**src/rtl/chan_pkg.sv**
```systemverilog
package chan_pkg;
  typedef enum logic {
    ST_ARMED  = 1'b0,
    ST_FIRING = 1'b1
  } chan_st_e;
endpackage

```
**src/rtl/chan_half_rate.sv**
```systemverilog
module chan_half_rate (
  input  logic clk,
  input  logic rst,
  output logic tick_o
);
  always_ff @(posedge clk) begin
    if (rst) tick_o <= 1'b0;
    else     tick_o <= ~tick_o;
  end
endmodule

```
**src/rtl/chan_cfg_regs.sv**
```systemverilog
module chan_cfg_regs #(
  parameter int AW = 16,
  parameter int WW = 16
) (
  input  logic          clk,
  input  logic          rst,
  input  logic          cmp_wr_i,
  input  logic [AW-1:0] cmp_data_i,
  input  logic          width_wr_i,
  input  logic [WW-1:0] width_data_i,
  output logic [AW-1:0] cmp_q_o,
  output logic [WW-1:0] width_q_o
);
  always_ff @(posedge clk) begin
    if (rst) begin
      cmp_q_o   <= '0;
      width_q_o <= '0;
    end else begin
      if (cmp_wr_i)   cmp_q_o   <= cmp_data_i;
      if (width_wr_i) width_q_o <= width_data_i;
    end
  end
endmodule

```
**src/rtl/chan_angle_cmp.sv**
```systemverilog
module chan_angle_cmp #(
  parameter int AW = 16
) (
  input  logic [AW-1:0] angle_i,
  input  logic [AW-1:0] ref_i,
  output logic          hit_o
);
  always_comb hit_o = (angle_i == ref_i);
endmodule

```
**src/rtl/chan_pulse_timer.sv**
```systemverilog
module chan_pulse_timer
  import chan_pkg::*;
#(
  parameter int WW = 16
) (
  input  logic          clk,
  input  logic          rst,
  input  logic          hit_i,
  input  logic [WW-1:0] width_i,
  input  logic          tick_i,
  output logic          busy_o,
  output logic          pulse_o,
  output logic [WW-1:0] cnt_o
);
  localparam logic [WW-1:0] ONE = WW'(1);

  chan_st_e st_q;
  logic     fire;
  logic     last_step;

  always_comb begin
    fire      = (st_q == ST_ARMED) && hit_i && (width_i != '0);
    last_step = (st_q == ST_FIRING) && tick_i && (cnt_o == ONE);
  end

  always_ff @(posedge clk) begin
    if (rst) begin
      st_q    <= ST_ARMED;
      cnt_o   <= '0;
      pulse_o <= 1'b0;
    end else if (fire) begin
      st_q    <= ST_FIRING;
      cnt_o   <= width_i;
      pulse_o <= 1'b1;
    end else if (st_q == ST_FIRING && tick_i) begin
      cnt_o <= cnt_o - ONE;
      if (last_step) begin
        st_q    <= ST_ARMED;
        pulse_o <= 1'b0;
      end
    end
  end

  always_comb busy_o = (st_q == ST_FIRING);
endmodule

```
**src/rtl/angle_oneshot_chan.sv**
```systemverilog
module angle_oneshot_chan #(
  parameter int ANGLE_W = 16,
  parameter int WIDTH_W = 16
) (
  input  logic               clk,
  input  logic               rst,
  input  logic [ANGLE_W-1:0] angle_i,
  input  logic               cmp_wr_i,
  input  logic [ANGLE_W-1:0] cmp_data_i,
  input  logic               width_wr_i,
  input  logic [WIDTH_W-1:0] width_data_i,
  output logic [ANGLE_W-1:0] cmp_rd_o,
  output logic [WIDTH_W-1:0] width_rd_o,
  output logic               busy_o,
  output logic               pulse_o
);
  logic               tick_w;
  logic               hit_w;
  logic [WIDTH_W-1:0] cnt_w;

  chan_half_rate u_rate (
    .clk    (clk),
    .rst    (rst),
    .tick_o (tick_w)
  );

  chan_cfg_regs #(.AW(ANGLE_W), .WW(WIDTH_W)) u_regs (
    .clk          (clk),
    .rst          (rst),
    .cmp_wr_i     (cmp_wr_i),
    .cmp_data_i   (cmp_data_i),
    .width_wr_i   (width_wr_i),
    .width_data_i (width_data_i),
    .cmp_q_o      (cmp_rd_o),
    .width_q_o    (width_rd_o)
  );

  chan_angle_cmp #(.AW(ANGLE_W)) u_cmp (
    .angle_i (angle_i),
    .ref_i   (cmp_rd_o),
    .hit_o   (hit_w)
  );

  chan_pulse_timer #(.WW(WIDTH_W)) u_timer (
    .clk     (clk),
    .rst     (rst),
    .hit_i   (hit_w),
    .width_i (width_rd_o),
    .tick_i  (tick_w),
    .busy_o  (busy_o),
    .pulse_o (pulse_o),
    .cnt_o   (cnt_w)
  );
endmodule

```
**config.mk**
```make
export PLATFORM = sky130hd
export DESIGN_NAME = angle_oneshot_chan
export DESIGN_NICKNAME = d
export VERILOG_FILES = /design/src/rtl/chan_pkg.sv /design/src/rtl/chan_half_rate.sv /design/src/rtl/chan_cfg_regs.sv /design/src/rtl/chan_angle_cmp.sv /design/src/rtl/chan_pulse_timer.sv /design/src/rtl/angle_oneshot_chan.sv
export SDC_FILE = /design/constraint.sdc
export NUM_CORES = 1
export LEC_CHECK = 0
export ABC_CLOCK_PERIOD_IN_PS = 5600
export BUFFER_PORTS_ARGS = -buffer_cell sky130_fd_sc_hd__buf_2
export CAP_MARGIN = 40
export CORE_MARGIN = 2
export CORE_UTILIZATION = 39
export CTS_CLUSTER_SIZE = 12
export DETAILED_ROUTE_END_ITERATION = 12
export PLACE_DENSITY = 0.65
export SETUP_SLACK_MARGIN = 0.4
export SYNTH_ARGS = -nofsm -noshare
export SYNTH_HDL_FRONTEND = slang
export SYNTH_SLANG_ARGS = --single-unit
```
**constraint.sdc**
```tcl
create_clock -name clk -period 5.6 [get_ports clk]
set_input_delay 0.28 -clock clk [delete_from_list [all_inputs] [get_ports clk]]
set_output_delay 0.28 -clock clk [all_outputs]
set_load 0.05 [all_outputs]
```
==> results.tsv <==
metric	value	unit
outcome	completed	
dp_slack	3.33	ns
p_sw	0.244	mW
cts_tree	built	
yosys_warnings	0	
p_leak	1.33	nW
port_buffers	85	
drt_pre_antenna_iters	4	
cp_cell_sequence	xor2_1 > nor4_1 > nand4_1 > nor3_2 > nand2_1 > a31oi_1	
endpoint	u_timer.cnt_o[9]	
hold_start	cmp_data_i[9]	
rsz0062_at_grt	no	
antenna_found_initial	0	
synthDistinctLibCells	41	
grt.total_usage	18.5	%
path_class	reg2reg	
top_level_ports	86	
min_period	2.24	ns
synth_sequential_area_ratio	41.5	%
die_area	6820	sq um
relSlewSlack	45.2	%
dp.cells	411	
synth_top_family_by_area	simple AND/OR/NAND/NOR gates	
synthSimpleGateAreaFrac	23.0	%
cp_top_family	simple AND/OR/NAND/NOR gates	
clock.fmax	0.447	GHz
cpPeakStageDelay	0.69	ns
row_count	28	
wl	5.93	mm
synth_compound_area_share	10.3	%
final_cells	419	
worstReg2RegStart	u_regs.cmp_q_o[7]	
dpl-instance-area	2870	sq um
cp.arrival	2.49	ns
clockPowerShare	32.6	%
overflow	0	
synthFlopType	dfxtp_1	
setup-violations-final	0	
grt_max_degree	37	
clock_sinks	50	
drive_above_1_share	30.8	%
cts_buffers	5	
drtIter0Drc	145	
ctsResizeCount	0	
p_seq_share	48.5	%
syn-mean-instance-area	9.03	sq um
worst_setup_path_end_kind	register	
slew_violations	0	
clk_pin_slew	0.09	ns
grt_pass1_wl	9.58	mm
synth.area.mux_share	14.5	%
critPathMaxFanout	13	
async_flop_share	0	%
via_per_inst	5.18	
synthXorXnorAreaFrac	5.45	%
reg2reg_slack	3.36	ns
clock_path_buffers	2	
post_cts_buffers	0	
fin_hold_ws	0.192	ns
hpwl	4.41	mm
cts_root_buf	clkbuf_8	
worst_r2r_endpoint	u_timer.cnt_o[9]	
synth-edff-count	0	
wire_per_inst	14.2	um
final_cell_mix	85 x buf_2, 50 x dfxtp_1, 42 x nor2_1	
finalHoldViolCount	0	
fin_setup_tns	0	ns
fin_skew	0.00753	ns
peakVddDrop	0.114	mV
worst_pin_slew	0.818	ns
swShare	30.3	%
initial_core_util	40.5	%
critPathLaunch	u_regs.cmp_q_o[7]	
power_density	270	nW/um^2
die_y	82.6	um
synth_adder_area_share	1.04	%
syn-instance-count	267	
finalInstanceArea	2980	sq um
ys_ff_latch	50	
setup_ws	3.36	ns
share_comb_of_total_power	18.9	%
cts_hold_buf	0	
critPathSlowestCell	nor3_2	
startpoint_type	register	
die_w	82.6	um
num_vias	2169	
core	5960	sq um
nFillCells	582	
netlist_area	2410	sq um
crit_required	5.85	ns
fin_crit_sh	39.9	%
clk_latency	0.32	ns
grt_pass1_vias	1940	
drc	0	
cp.depth	6	
synthToLayoutAreaGrowth	23.6	%
cts_max_level	2	
ant_nets	0	
final_common_cell	buf_2	
antenna_cells	0	
gp_routability_congestion	0.776	
hold_path_class	in2reg	
drv_cap	0	
syn_nets	321	
worst-path-buf-inv	0	
intPower	0.560	mW
reg2reg_depth	6	
nets	397	
layer usage:
metal | up-vias | share of wire [%] | track usage (%)
li1 | 1098 | - | -
met1 | 1015 | 47 | 24.4
met2 | 49 | 48 | 30.3
met3 | 7 | 3.5 | 3.37
met4 | 0 | 1.5 | 6.39
met5 | - | 0 | 0
sequential cells by signal, summed over array words and instances, names as in the netlist:
register,count
u_regs.cmp_q_o,16
u_regs.width_q_o,16
u_timer.cnt_o,16
u_rate.tick_o,1
u_timer.pulse_o,1
kinds of logic (layout without fill, tap and decap cells):
kind of cell | after synthesis | after routing
adders and majority gates | 2 | 2
AOI/OAI and AO/OA | 37 | 37
xor gates and xnor gates | 15 | 15
buffers and inverters | 21 | 98
DFF | 50 | 50
and+or+nand+nor | 107 | 107
muxes | 35 | 35
metrics by stage:
stage | power (mW) | utilization [%]
4_1_cts | 0.809 | 50.0
2_1_floorplan | 0.502 | -
6_report | 0.803 | 50.0
3_3_place_gp | 0.547 | 47.8
5_1_grt | 0.836 | 50.0
3_5_place_dp | 0.550 | 48.1
Yosys cell counts, drive strengths merged, types with 4 or more instances:
master,n,area (sq um)
dfxtp,50,1000
xnor2,5,43.8
clkbuf,13,48.8
nand2,22,82.6
inv,4,15.0
o211ai,4,30.0
or3,7,55.1
xor2,10,87.6
nand3,6,30.0
nor3,5,35.0
a31oi,12,75.1
nor4,8,71.3
nor2,42,158
mux2i,35,350
buf,4,35.0
a21oi,8,40.0
worst min-delay path: stages:
cell and delay [ns]:
buf_2 0.07, mux2i_1 0.05, nor2_1 0.07
cell type report:
class	instances	area [sq um]	share of cell area (%)
Sequential cell	50	1000	33.6
Clock buffer	5	68.8	2.31
Timing Repair Buffer	86	445	15.0
Clock inverter	3	45.0	1.51
Tap cell	75	93.8	3.15
Inverter	4	15.0	0.504
Multi-Input combinational cell	196	1310	44.0
power groups by stage:
stage	sequential [mW]	combinational [mW]	clock, mW
after floorplan	0.441	0.0616	0
after global placement	0.398	0.149	0
after detailed placement	0.398	0.152	0
after CTS	0.390	0.153	0.267
after global routing	0.393	0.163	0.281
final	0.390	0.152	0.262
worst min-delay path by stage:
| stage | end | slack [ns] | depth (start not counted) |
|---|---|---|---|
| 2_1_floorplan | u_rate.tick_o | 0.41 | 1 |
| 3_3_place_gp | u_rate.tick_o | 0.42 | 1 |
| 3_5_place_dp | u_rate.tick_o | 0.42 | 1 |
| 4_1_cts | u_regs.cmp_q_o[7] | 0.19 | 3 |
| 5_1_grt | u_regs.width_q_o[7] | 0.20 | 3 |
| 6_report | u_regs.cmp_q_o[9] | 0.19 | 3 |
Power figures use the tool's default switching activity.
